## src/rtl/spi_xfer_pkg.sv

```systemverilog
package spi_xfer_pkg;

  // register offsets
  localparam int OFS_CMD  = 'h00;
  localparam int OFS_USER = 'h1C;
  localparam int OFS_BITS = 'h20;
  localparam int OFS_CSEL = 'h2C;
  localparam int OFS_STAT = 'h30;
  localparam int OFS_BUF  = 'h40;

  // field positions
  localparam int FB_START    = 18;
  localparam int FB_CAPTURE  = 0;
  localparam int FB_SCK_HI   = 7;
  localparam int FB_BITS_LSB = 17;
  localparam int FB_CS_HOLD  = 30;
  localparam int FB_CS_HI    = 23;
  localparam int FB_DONE     = 4;
  localparam int FB_SLAVE    = 30;
  localparam int FB_SRST     = 31;

  typedef struct packed {
    logic capture;
    logic sck_idle_hi;
    logic cs_hold;
    logic cs_act_hi;
    logic slave;
  } xfer_cfg_t;

  typedef enum logic [1:0] {
    ST_IDLE  = 2'd0,
    ST_LEAD  = 2'd1,
    ST_TRAIL = 2'd2
  } shift_st_e;

endpackage

```

## src/rtl/spi_xfer_regs.sv

```systemverilog
module spi_xfer_regs
  import spi_xfer_pkg::*;
#(
  parameter int ADDR_W = 7,
  parameter int CNT_W  = 9
) (
  input  logic              clk_i,
  input  logic              rst_ni,
  input  logic              we_i,
  input  logic [ADDR_W-1:0] addr_i,
  input  logic [31:0]       wdata_i,
  input  logic              busy_i,
  input  logic              xfer_end_i,
  output xfer_cfg_t         cfg_o,
  output logic [CNT_W-1:0]  bit_last_o,
  output logic              start_req_o,
  output logic              soft_rst_o,
  output logic [31:0]       rdata_o
);

  xfer_cfg_t        cfg_q;
  logic [CNT_W-1:0] bits_q;
  logic             done_q;

  logic hit_cmd, hit_user, hit_bits, hit_csel, hit_stat;
  assign hit_cmd  = addr_i == ADDR_W'(OFS_CMD);
  assign hit_user = addr_i == ADDR_W'(OFS_USER);
  assign hit_bits = addr_i == ADDR_W'(OFS_BITS);
  assign hit_csel = addr_i == ADDR_W'(OFS_CSEL);
  assign hit_stat = addr_i == ADDR_W'(OFS_STAT);

  assign start_req_o = we_i && hit_cmd && wdata_i[FB_START];
  assign soft_rst_o  = we_i && hit_stat && wdata_i[FB_SRST];

  logic unused_wdata;
  assign unused_wdata = ^wdata_i;

  always_ff @(posedge clk_i or negedge rst_ni) begin
    if (!rst_ni) begin
      cfg_q  <= '0;
      bits_q <= '0;
      done_q <= 1'b0;
    end else if (soft_rst_o) begin
      cfg_q  <= '0;
      bits_q <= '0;
      done_q <= 1'b0;
    end else begin
      if (we_i && hit_user) begin
        cfg_q.capture     <= wdata_i[FB_CAPTURE];
        cfg_q.sck_idle_hi <= wdata_i[FB_SCK_HI];
      end
      if (we_i && hit_bits) bits_q <= wdata_i[FB_BITS_LSB +: CNT_W];
      if (we_i && hit_csel) begin
        cfg_q.cs_hold   <= wdata_i[FB_CS_HOLD];
        cfg_q.cs_act_hi <= wdata_i[FB_CS_HI];
      end
      if (we_i && hit_stat) cfg_q.slave <= wdata_i[FB_SLAVE];
      if (xfer_end_i) done_q <= 1'b1;
      else if (we_i && hit_stat && !wdata_i[FB_DONE]) done_q <= 1'b0;
    end
  end

  assign cfg_o      = cfg_q;
  assign bit_last_o = bits_q;

  always_comb begin
    rdata_o = '0;
    if (hit_cmd) rdata_o[FB_START] = busy_i;
    if (hit_user) begin
      rdata_o[FB_CAPTURE] = cfg_q.capture;
      rdata_o[FB_SCK_HI]  = cfg_q.sck_idle_hi;
    end
    if (hit_bits) rdata_o[FB_BITS_LSB +: CNT_W] = bits_q;
    if (hit_csel) begin
      rdata_o[FB_CS_HOLD] = cfg_q.cs_hold;
      rdata_o[FB_CS_HI]   = cfg_q.cs_act_hi;
    end
    if (hit_stat) begin
      rdata_o[FB_SLAVE] = cfg_q.slave;
      rdata_o[FB_DONE]  = done_q;
    end
  end

  assert_done_on_end_R4: assert property (@(posedge clk_i) disable iff (!rst_ni)
    xfer_end_i |=> done_q);

  assert_srst_clears_cfg_R10: assert property (@(posedge clk_i) disable iff (!rst_ni)
    soft_rst_o |=> (cfg_q == '0) && !done_q && (bits_q == '0));

endmodule

```

## src/rtl/spi_xfer_buf.sv

```systemverilog
module spi_xfer_buf #(
  parameter int WORDS  = 16,
  parameter int WIDX_W = $clog2(WORDS),
  parameter int BIT_W  = $clog2(WORDS * 32)
) (
  input  logic              clk_i,
  input  logic              rst_ni,
  input  logic              bus_we_i,
  input  logic [WIDX_W-1:0] bus_widx_i,
  input  logic [31:0]       bus_wdata_i,
  input  logic [WIDX_W-1:0] bus_ridx_i,
  output logic [31:0]       bus_rdata_o,
  input  logic [BIT_W-1:0]  tx_idx_i,
  output logic              tx_bit_o,
  input  logic              cap_we_i,
  input  logic [BIT_W-1:0]  cap_idx_i,
  input  logic              cap_bit_i
);

  logic [WORDS-1:0][31:0] mem_q;

  // transfer bit n lives at flat position n^7: byte-major, MSB first in a byte
  logic [BIT_W-1:0] tx_pos, cap_pos;
  assign tx_pos  = tx_idx_i  ^ BIT_W'(7);
  assign cap_pos = cap_idx_i ^ BIT_W'(7);

  assign tx_bit_o    = mem_q[tx_pos[BIT_W-1:5]][tx_pos[4:0]];
  assign bus_rdata_o = mem_q[bus_ridx_i];

  always_ff @(posedge clk_i or negedge rst_ni) begin
    if (!rst_ni) begin
      mem_q <= '0;
    end else begin
      for (int w = 0; w < WORDS; w++) begin
        if (bus_we_i && bus_widx_i == WIDX_W'(w)) mem_q[w] <= bus_wdata_i;
      end
      // capture wins over a bus write to the same bit
      if (cap_we_i) mem_q[cap_pos[BIT_W-1:5]][cap_pos[4:0]] <= cap_bit_i;
    end
  end

  assert_capture_lands_R5: assert property (@(posedge clk_i) disable iff (!rst_ni)
    cap_we_i |=> mem_q[$past(cap_pos[BIT_W-1:5])][$past(cap_pos[4:0])] == $past(cap_bit_i));

endmodule

```

## src/rtl/spi_xfer_shifter.sv

```systemverilog
module spi_xfer_shifter
  import spi_xfer_pkg::*;
#(
  parameter int CNT_W = 9
) (
  input  logic             clk_i,
  input  logic             rst_ni,
  input  logic             soft_rst_i,
  input  logic             tick_i,
  input  logic             start_req_i,
  input  xfer_cfg_t        cfg_i,
  input  logic [CNT_W-1:0] bit_last_i,
  input  logic             tx_bit_i,
  input  logic             miso_i,
  output logic             busy_o,
  output logic             xfer_end_o,
  output logic [CNT_W-1:0] bit_idx_o,
  output logic             cap_we_o,
  output logic             cap_bit_o,
  output logic             sck_act_o,
  output logic             mosi_o,
  output logic             cs_act_o
);

  shift_st_e        st_q;
  logic [CNT_W-1:0] idx_q, last_q;
  logic             sck_q, mosi_q, cs_q;
  logic             last_bit;

  assign last_bit = idx_q == last_q;

  always_ff @(posedge clk_i or negedge rst_ni) begin
    if (!rst_ni) begin
      st_q   <= ST_IDLE;
      idx_q  <= '0;
      last_q <= '0;
      sck_q  <= 1'b0;
      mosi_q <= 1'b0;
      cs_q   <= 1'b0;
    end else if (soft_rst_i) begin
      st_q   <= ST_IDLE;
      idx_q  <= '0;
      last_q <= '0;
      sck_q  <= 1'b0;
      mosi_q <= 1'b0;
      cs_q   <= 1'b0;
    end else begin
      unique case (st_q)
        ST_IDLE: begin
          if (start_req_i && !cfg_i.slave) begin
            st_q   <= ST_LEAD;
            idx_q  <= '0;
            last_q <= bit_last_i;
            cs_q   <= 1'b1;
          end
        end
        ST_LEAD: begin
          if (tick_i) begin
            sck_q  <= 1'b1;
            mosi_q <= tx_bit_i;
            st_q   <= ST_TRAIL;
          end
        end
        ST_TRAIL: begin
          if (tick_i) begin
            sck_q <= 1'b0;
            if (last_bit) begin
              st_q <= ST_IDLE;
              cs_q <= cfg_i.cs_hold;
            end else begin
              idx_q <= idx_q + CNT_W'(1);
              st_q  <= ST_LEAD;
            end
          end
        end
        default: st_q <= ST_IDLE;
      endcase
    end
  end

  assign busy_o     = st_q != ST_IDLE;
  assign xfer_end_o = (st_q == ST_TRAIL) && tick_i && last_bit && !soft_rst_i;
  assign cap_we_o   = (st_q == ST_TRAIL) && tick_i && cfg_i.capture && !soft_rst_i;
  assign cap_bit_o  = miso_i;
  assign bit_idx_o  = idx_q;
  assign sck_act_o  = sck_q;
  assign mosi_o     = mosi_q;
  assign cs_act_o   = cs_q;

  logic unused_cfg;
  assign unused_cfg = cfg_i.sck_idle_hi ^ cfg_i.cs_act_hi;

  assert_release_cs_R6: assert property (@(posedge clk_i) disable iff (!rst_ni)
    xfer_end_o && !cfg_i.cs_hold |=> !cs_q);

  assert_hold_cs_R6: assert property (@(posedge clk_i) disable iff (!rst_ni)
    xfer_end_o && cfg_i.cs_hold |=> cs_q);

  assert_sck_idle_when_free_R8: assert property (@(posedge clk_i) disable iff (!rst_ni)
    (st_q == ST_IDLE) |-> !sck_q);

  assert_mosi_on_lead_R8: assert property (@(posedge clk_i) disable iff (!rst_ni)
    !(st_q == ST_LEAD && tick_i) && !soft_rst_i |=> $stable(mosi_q));

  assert_idx_bound_R3: assert property (@(posedge clk_i) disable iff (!rst_ni)
    (st_q != ST_IDLE) |-> idx_q <= last_q);

  assert_busy_start_ignored_R9: assert property (@(posedge clk_i) disable iff (!rst_ni)
    (st_q != ST_IDLE) && start_req_i && !tick_i && !soft_rst_i |=> $stable(idx_q) && $stable(last_q));

  assert_slave_blocks_R11: assert property (@(posedge clk_i) disable iff (!rst_ni)
    (st_q == ST_IDLE) && cfg_i.slave |=> st_q == ST_IDLE);

  assert_srst_abort_R10: assert property (@(posedge clk_i) disable iff (!rst_ni)
    soft_rst_i |=> (st_q == ST_IDLE) && !cs_q && !sck_q);

endmodule

```

## src/rtl/spi_user_xfer.sv

```systemverilog
module spi_user_xfer
  import spi_xfer_pkg::*;
#(
  parameter int BUF_WORDS = 16,
  parameter int ADDR_W    = 7
) (
  input  logic              clk_i,
  input  logic              rst_ni,
  input  logic              bit_tick_i,
  input  logic              reg_we_i,
  input  logic [ADDR_W-1:0] reg_addr_i,
  input  logic [31:0]       reg_wdata_i,
  output logic [31:0]       reg_rdata_o,
  output logic              spi_sck_o,
  output logic              spi_mosi_o,
  output logic              spi_cs_o,
  input  logic              spi_miso_i
);

  localparam int BIT_W  = $clog2(BUF_WORDS * 32);
  localparam int WIDX_W = $clog2(BUF_WORDS);

  xfer_cfg_t        cfg;
  logic [BIT_W-1:0] bit_last, bit_idx;
  logic             start_req, soft_rst, busy, xfer_end;
  logic             tx_bit, cap_we, cap_bit;
  logic             sck_act, mosi, cs_act;
  logic [31:0]      ctl_rdata, buf_rdata;

  logic              buf_hit;
  logic [ADDR_W-1:0] buf_ofs;
  logic [WIDX_W-1:0] buf_idx;
  assign buf_hit = reg_addr_i >= ADDR_W'(OFS_BUF);
  assign buf_ofs = reg_addr_i - ADDR_W'(OFS_BUF);
  assign buf_idx = buf_ofs[WIDX_W+1:2];

  logic unused_ofs;
  assign unused_ofs = ^{buf_ofs[ADDR_W-1:WIDX_W+2], buf_ofs[1:0]};

  spi_xfer_regs #(.ADDR_W(ADDR_W), .CNT_W(BIT_W)) regs_i (
    .clk_i       (clk_i),
    .rst_ni      (rst_ni),
    .we_i        (reg_we_i),
    .addr_i      (reg_addr_i),
    .wdata_i     (reg_wdata_i),
    .busy_i      (busy),
    .xfer_end_i  (xfer_end),
    .cfg_o       (cfg),
    .bit_last_o  (bit_last),
    .start_req_o (start_req),
    .soft_rst_o  (soft_rst),
    .rdata_o     (ctl_rdata)
  );

  spi_xfer_buf #(.WORDS(BUF_WORDS)) buf_i (
    .clk_i       (clk_i),
    .rst_ni      (rst_ni),
    .bus_we_i    (reg_we_i && buf_hit),
    .bus_widx_i  (buf_idx),
    .bus_wdata_i (reg_wdata_i),
    .bus_ridx_i  (buf_idx),
    .bus_rdata_o (buf_rdata),
    .tx_idx_i    (bit_idx),
    .tx_bit_o    (tx_bit),
    .cap_we_i    (cap_we),
    .cap_idx_i   (bit_idx),
    .cap_bit_i   (cap_bit)
  );

  spi_xfer_shifter #(.CNT_W(BIT_W)) shift_i (
    .clk_i       (clk_i),
    .rst_ni      (rst_ni),
    .soft_rst_i  (soft_rst),
    .tick_i      (bit_tick_i),
    .start_req_i (start_req),
    .cfg_i       (cfg),
    .bit_last_i  (bit_last),
    .tx_bit_i    (tx_bit),
    .miso_i      (spi_miso_i),
    .busy_o      (busy),
    .xfer_end_o  (xfer_end),
    .bit_idx_o   (bit_idx),
    .cap_we_o    (cap_we),
    .cap_bit_o   (cap_bit),
    .sck_act_o   (sck_act),
    .mosi_o      (mosi),
    .cs_act_o    (cs_act)
  );

  assign reg_rdata_o = buf_hit ? buf_rdata : ctl_rdata;
  assign spi_sck_o   = sck_act ^ cfg.sck_idle_hi;
  assign spi_cs_o    = cfg.cs_act_hi ? cs_act : !cs_act;
  assign spi_mosi_o  = mosi;

endmodule

```

## config.mk

```make
export PLATFORM = sky130hd
export DESIGN_NAME = spi_user_xfer
export DESIGN_NICKNAME = d
export VERILOG_FILES = /design/src/rtl/spi_xfer_pkg.sv /design/src/rtl/spi_xfer_regs.sv /design/src/rtl/spi_xfer_buf.sv /design/src/rtl/spi_xfer_shifter.sv /design/src/rtl/spi_user_xfer.sv
export SDC_FILE = /design/constraint.sdc
export NUM_CORES = 2
export LEC_CHECK = 0
export BUFFER_PORTS_ARGS = -buffer_cell sky130_fd_sc_hd__clkbuf_2
export CAP_MARGIN = 10
export CORE_ASPECT_RATIO = 1.1
export CORE_MARGIN = 2
export CORE_UTILIZATION = 45
export CTS_CLUSTER_SIZE = 24
export DETAILED_ROUTE_END_ITERATION = 12
export SLEW_MARGIN = 20
export SYNTH_ARGS = -nofsm -noshare
export SYNTH_HDL_FRONTEND = slang
export SYNTH_HIERARCHICAL = 1
export SYNTH_SLANG_ARGS = --single-unit
```

## constraint.sdc

```tcl
create_clock -name clk_i -period 6.3 [get_ports clk_i]
set_input_delay 1.26 -clock clk_i [delete_from_list [all_inputs] [get_ports clk_i]]
set_output_delay 1.26 -clock clk_i [all_outputs]
set_load 0.02 [all_outputs]
```

Word-level counts from Yosys, hierarchy flattened
Cells that the tools add are included.
{ "word_totals": {"out_inout_bits": 35, "wordCells": 197, "ff_bits": 550, "in_bits": 44} }
{ "op_classes": {"eq_ne": 27, "muxes": 73, "magnitude_cmp": 6, "bitwise_logic": 2, "addsub": 2, "n_reduce_logical": 58} }
{ "op_table": {"columns": ["operator", "n"], "rows": [
  ["32-bit two-way mux", 20],
  ["512-bit bitwise mux", 1],
  ["512-bit two-way mux", 1],
  ["32-bit binary-select mux with 4-bit select", 2],
  ["32-bit demux with 4-bit select", 1],
  ["9-bit two-way mux", 10],
  ["1-bit logical AND", 33],
  ["4-bit == test (second input constant)", 8],
  ["1-bit two-way mux", 25],
  ["7-bit by 6-bit == test with 1-bit output (second input constant)", 3],
  ["9-bit case mux with 2 select lines", 1],
  ["2-bit nonzero test", 9],
  ["4-bit by 3-bit == test with 1-bit output (second input constant)", 4],
  ["2-bit two-way mux", 6],
  ["4-bit by 5-bit less-than comparator with 1-bit output (second input constant)", 2],
  ["9-bit by 1-bit adder with 9-bit output (second input constant)", 1],
  ["9-bit == test", 1],
  ["3-bit by 2-bit != test with 1-bit output (second input constant)", 3],
  ["3-bit nonzero test", 3],
  ["4-bit by 2-bit == test with 1-bit output (second input constant)", 2],
  ["4-bit AND reduction", 2],
  ["7-bit by 5-bit == test with 1-bit output (second input constant)", 1],
  ["7-bit greater-or-equal comparator (second input constant)", 1],
  ["7-bit logical NOT", 1],
  ["20 further kinds", 27]
]} }

Logic depth before layout (Yosys ltp)
{ "logic_depth": {"ltp_word": 9, "depth_mapped": 14} }

Modules after synthesis
The synthesis kept the hierarchy.
{ "by_module_without_submodules": {"columns": ["module", "n_inst", "cells_per_inst", "area_per_inst_um2"], "rows": [
  ["spi_xfer_buf", 1, 3464, 33937.5],
  ["spi_xfer_shifter", 1, 141, 1312.5],
  ["spi_xfer_regs", 1, 118, 1038.5],
  ["spi_user_xfer", 1, 39, 564.3]
]} }

Least setup slack after synthesis
No wires, ideal clock.
{ "synth_path": {"path_kind": "input -> output", "startpoint": "input port reg_addr_i[2]", "endpoint": "output port reg_rdata_o[11]", "n_path_buf": 2, "arrival_time_ps": 3383, "required_time_ps": 5040, "slack_ps": 1657, "path_stages": 5, "path_cell_list": "buf_2 buf_1 mux4_2 mux4_2 mux2_4"} }
{ "synth_via": {"elab_chain_cells": 4, "elab_cells_between_ends": 5, "cone_classes": "1 x add/sub; 1 x order compare; 3 x mux"} }
{ "synth_rtl": {"columns": ["item", "line", "text"], "rows": [
  ["start, declared", "spi_user_xfer.sv:11", "input logic [ADDR_W-1:0] reg_addr_i,"],
  ["6-bit by 1-bit subtractor with 6-bit output", "spi_user_xfer.sv:34", "assign buf_ofs = reg_addr_i - ADDR_W'(OFS_BUF);"],
  ["32-bit binary-select mux with 4-bit select", "spi_xfer_buf.sv:28", "assign bus_rdata_o = mem_q[bus_ridx_i];"],
  ["32-bit two-way mux (not written as such)", "spi_xfer_buf.sv:28", null],
  ["via buf_rdata[11]", "spi_user_xfer.sv:28", "logic [31:0] ctl_rdata, buf_rdata;"],
  ["32-bit two-way mux", "spi_user_xfer.sv:90", "assign reg_rdata_o = buf_hit ? buf_rdata : ctl_rdata;"],
  ["end, declared", "spi_user_xfer.sv:13", "output logic [31:0] reg_rdata_o,"]
]} }
The timed path passes the listed nets, and every way through them passes these cells. The select of a mux whose other input is x is not followed.

Worst setup path in the final report
{ "layout_path": {"startpoint": "input port reg_addr_i[3]", "endpoint": "output port reg_rdata_o[19]"} }
The elaborated chain is that of the path after synthesis.

==> flow_results.org <==
** CTS
- In this run the post-CTS setup repair buffer count came out at 0.
- CTS clk-pin slew, worst paths :: 0.06 ns
- The clock tree synthesis step divided the H-tree into 2 levels.
- At the later pin of the worst-skew pair, clock insertion delay measures 0.67 ns.
- CTS resizes :: 0
- TritonCTS built the clock tree.
- CTS saw 550 sinks.
- Root buffer cell :: sky130_fd_sc_hd__clkbuf_16
- Number of buffers created by CTS :: 61
- Counting along the longest clock path gives a buffer depth of 3.
- Hold_buf cts :: 0

** Run status
- Result of the run :: completed

** Place
- Once detailed placement completed, the half-perimeter wirelength came to 80300 um.
- Buffers on Ports :: 78
- After detailed placement, the total cell area comes to 38000 um2.
- Final Wtd Congestion :: 0.851

** Final layout
- After filler insertion, the fill cell instance count of the layout stands at 7396.
- The number of antenna diodes in the final layout is 0.
- Fraction of layout instances using a drive strength above 1 :: 15.6%
- From synthesis to final layout, the design area changed by 8.70%.
- After routing the design area is 40100 um2.
- In the final design database the tool counted 3701 nets.

** Timing
- Part of the cycle the worst path needs :: 78.7%
- Achievable clock frequency :: 202 MHz
- Summed over all failing endpoints, the final setup total negative slack is 0 ns.
- At the pin with the least slew margin, the transition time is 1.14 ns.
- Fin. Hold Viols :: 0
- Worst clock skew :: 0.0231 ns
- Final Max Slew Viols :: 0
- Headroom to the max-slew limit came out at 24.1%.
- Setup violations remaining at the end of the flow were counted as 0.
- Shortest period the worst path allows :: 4.96 ns
- Setup repair after global routing left no endpoint under its margin.

** Floorplanning
- Row Count :: 110
- The die covers 84200 um2.
- The die is 277 um wide.
- The core region is 81500 um2.
- The die is 304 um tall.
- I/O pin count :: 79
- Starting density of the core :: 45.2%

** Setup path
- Crit path max fanout :: 41
- Data arrival time of the critical path :: 3.70 ns
- Data required time at the worst endpoint :: 5.04 ns
- In this run the register-to-register setup slack is 2.30 ns.
- For this run, the slowest stage of the critical path takes 0.62 ns.
- CP dominant cell by count :: sky130_fd_sc_hd__mux4_2
- Launching element type of the critical path :: primary input
- The worst setup path is captured at a primary output.
- WS Path Type :: primary input to primary output
- On the critical path, the stage with the largest delay is an instance of sky130_fd_sc_hd__buf_4.
- Traced cell by cell, the critical path runs through buf_6 -> buf_4 -> mux4_2 -> mux4_2 -> mux2_4 -> clkbuf_2.

** Yosys
- Yosys synthesis warning count :: 6
- Post-synthesis instance area :: 36900 um2
- Avg Inst Size Synth :: 9.80 um2
- After synthesis the netlist holds a flip-flop and latch count of 550.
- Sequential fraction of the synthesis area :: 37.3%
- Most common flop cell mapped by yosys :: sky130_fd_sc_hd__dfrtp_1
- Fraction of synthesis flops using an asynchronous set or reset pin :: 100%
- Cell count after synthesis :: 3762
- Area leader, netlist :: sky130_fd_sc_hd__dfrtp_1
- Sorting the synthesized cells by area gives the leading types as sky130_fd_sc_hd__dfrtp_1 37%, sky130_fd_sc_hd__mux2i_1 18%, sky130_fd_sc_hd__mux4_2 14%.
- Summed over its instances, the top area cell type makes up 37.3% of the synthesized netlist area.
- Synthesis instantiated 74 different standard cells from the library.
- Counting flops with a built-in enable in the synthesized netlist gives 0.

** Drt
- After detailed routing, the number of vias per cell comes to 6.42.
- In the routed design, unresolved DRC markers number 0.
- In this run, the number of DRC markers left after iteration 0 of detailed routing was 3712.
- Before antenna repair, the detailed router went through 6 iterations.
- Summed over all layers, the routed wires come to 137000 um.
- Routed Antenna Nets :: 0
- Number of vias after detailed routing :: 30600
- DR WL/cell :: 28.6 um

** Pwr
- In this run the power density over the cells is 292 nW/um2.
- Summing internal, switching and leakage power gives 0.0117 W.
- Static leakage power :: 15.2 nW
- VDD sags by at most 233 uV.

** Global route
- The number of global-route vias before repair came to 29800.
- Maximum number of pins on one net before global-route repair :: 164
- First-pass GRT wire length :: 204000 um
- Global routing used 32.2% of the available tracks across all layers.
- The initial antenna violation count is 2.
- For this run the aggregate overflow at the end of global routing stands at 0.

** Job
- Max-cap viol count :: 0

** Hold path
- Class of the most critical hold timing path :: flip-flop to flip-flop
-- cell usage in the layout (no fill, tap or decap), types with 10 or more instances in the layout --
master and n:
sky130_fd_sc_hd__nand3_1 22, sky130_fd_sc_hd__clkbuf_1 16, sky130_fd_sc_hd__clkbuf_16 63, sky130_fd_sc_hd__inv_1 10, sky130_fd_sc_hd__nand2_1 538, sky130_fd_sc_hd__buf_4 75
sky130_fd_sc_hd__mux2i_1 679, sky130_fd_sc_hd__clkbuf_2 71, sky130_fd_sc_hd__nor2_1 545, sky130_fd_sc_hd__mux2_4 29, sky130_fd_sc_hd__a21oi_1 59, sky130_fd_sc_hd__nand2_2 12
sky130_fd_sc_hd__dfrtp_1 547, sky130_fd_sc_hd__clkbuf_8 16, sky130_fd_sc_hd__buf_12 12, sky130_fd_sc_hd__o22ai_1 27, sky130_fd_sc_hd__mux4_2 229, sky130_fd_sc_hd__and2_1 13
sky130_fd_sc_hd__conb_1 19, sky130_fd_sc_hd__o21ai_0 485, sky130_fd_sc_hd__o221ai_1 58
-- cells in the mapped netlist (6+ instances only) --
library cell,count
sky130_fd_sc_hd__a21oi_1,59
sky130_fd_sc_hd__and2_1,13
sky130_fd_sc_hd__and3_1,6
sky130_fd_sc_hd__buf_1,44
sky130_fd_sc_hd__buf_12,9
sky130_fd_sc_hd__buf_2,22
sky130_fd_sc_hd__buf_4,22
sky130_fd_sc_hd__buf_6,15
sky130_fd_sc_hd__clkbuf_1,237
sky130_fd_sc_hd__dfrtp_1,550
sky130_fd_sc_hd__inv_1,11
sky130_fd_sc_hd__mux2_4,29
sky130_fd_sc_hd__mux2i_1,679
sky130_fd_sc_hd__mux4_2,229
sky130_fd_sc_hd__nand2_1,552
sky130_fd_sc_hd__nand2b_1,8
sky130_fd_sc_hd__nand3_1,26
sky130_fd_sc_hd__nor2_1,554
sky130_fd_sc_hd__nor2b_1,8
sky130_fd_sc_hd__nor3b_1,6
sky130_fd_sc_hd__nor4_1,9
sky130_fd_sc_hd__o21ai_0,485
sky130_fd_sc_hd__o221ai_1,58
sky130_fd_sc_hd__o22ai_1,27
sky130_fd_sc_hd__or3_1,6
sky130_fd_sc_hd__xnor2_1,9
-- worst max-delay path: cells and delay by family --
family | cells | cell delay [ns]
buf+inv | 3 | 1.16
mux | 3 | 1.24
-- sequential cells by signal (all words and copies together), names as in the netlist --
register           cells
regs_i/bit_last_o      9
shift_i/bit_idx_o      9
shift_i/mosi_o         1
shift_i/st_q           2
regs_i/cfg_o           5
shift_i/cs_act_o       1
shift_i/sck_act_o      1
buf_i/mem_q          512
regs_i/done_q          1
shift_i/last_q         9
-- where the power goes --
part | switching [W] | internal, W | total (W)
sequential | 0.000618 | 0.00421 | 0.00483
clock | 0.00160 | 0.00221 | 0.00381
combinational | 0.00175 | 0.00129 | 0.00304
total | 0.00397 | 0.00771 | 0.0117
-- cell families (layout without fill, tap and decap cells) --
logic type / after synthesis / count (layout) / synth area share, %
XOR/XNOR: 11 / 11 / 0.282
buffers and inverters: 365 / 288 / 4.78
adder cells (fa/ha/maj): 1 / 1 / 0.0339
other: 1 / 19 / 0.0102
multiplexers: 945 / 945 / 34.0
AO/OA/AOI/OAI: 672 / 672 / 10.2
AND/OR/NAND/NOR: 1217 / 1217 / 13.3
flip-flops: 550 / 550 / 37.3
-- final timing paths --
path | start | endpoint | cells after the start
max in group asynchronous | rst_ni | buf_i/mem_q[358] | 2
setup reg to reg | shift_i/bit_idx_o[0] | shift_i/mosi_o | 10
setup / recovery | reg_addr_i[3] | reg_rdata_o[19] | 6
hold reg to reg | shift_i/cs_act_o | shift_i/cs_act_o | 1
min in group asynchronous | rst_ni | buf_i/mem_q[410] | 1
hold / removal | shift_i/cs_act_o | shift_i/cs_act_o | 1
-- metal layers --
| layer | routed length, um | GRT usage (%) |
|---|---|---|
| met1 | 54900 | 44.0 |
| met2 | 60400 | 48.4 |
| met3 | 14200 | 8.14 |
| met4 | 7020 | 14.3 |
| met5 | 25 | 0 |
-- layout make-up --
cell class / count / area [um2] / area share (%)
Clock buffer: 95 / 1860 / 4.64
Clock inverter: 15 / 204 / 0.509
Inverter: 14 / 52.6 / 0.131
Multi-Input combinational cell: 2865 / 21600 / 53.9
Sequential cell: 550 / 13800 / 34.4
Tap cell: 1064 / 1330 / 3.32
Timing Repair Buffer: 164 / 1250 / 3.11
-- per-stage QoR --
stage | setup slack [ns] | util [%] | hold WS, ns | instances
after CTS | 1.39 | 49.2 | 0.527 | 4767
after detailed placement | 1.39 | 46.6 | 0.513 | 4657
after floorplan | 1.66 | - | 0.485 | 3780
after global routing | 1.27 | 49.2 | 0.544 | 4767
final | 1.34 | 49.2 | 0.532 | 4767
after global placement | 1.40 | 46.6 | 0.510 | 4656
No activity file was read; power rests on OpenSTA's default activity.
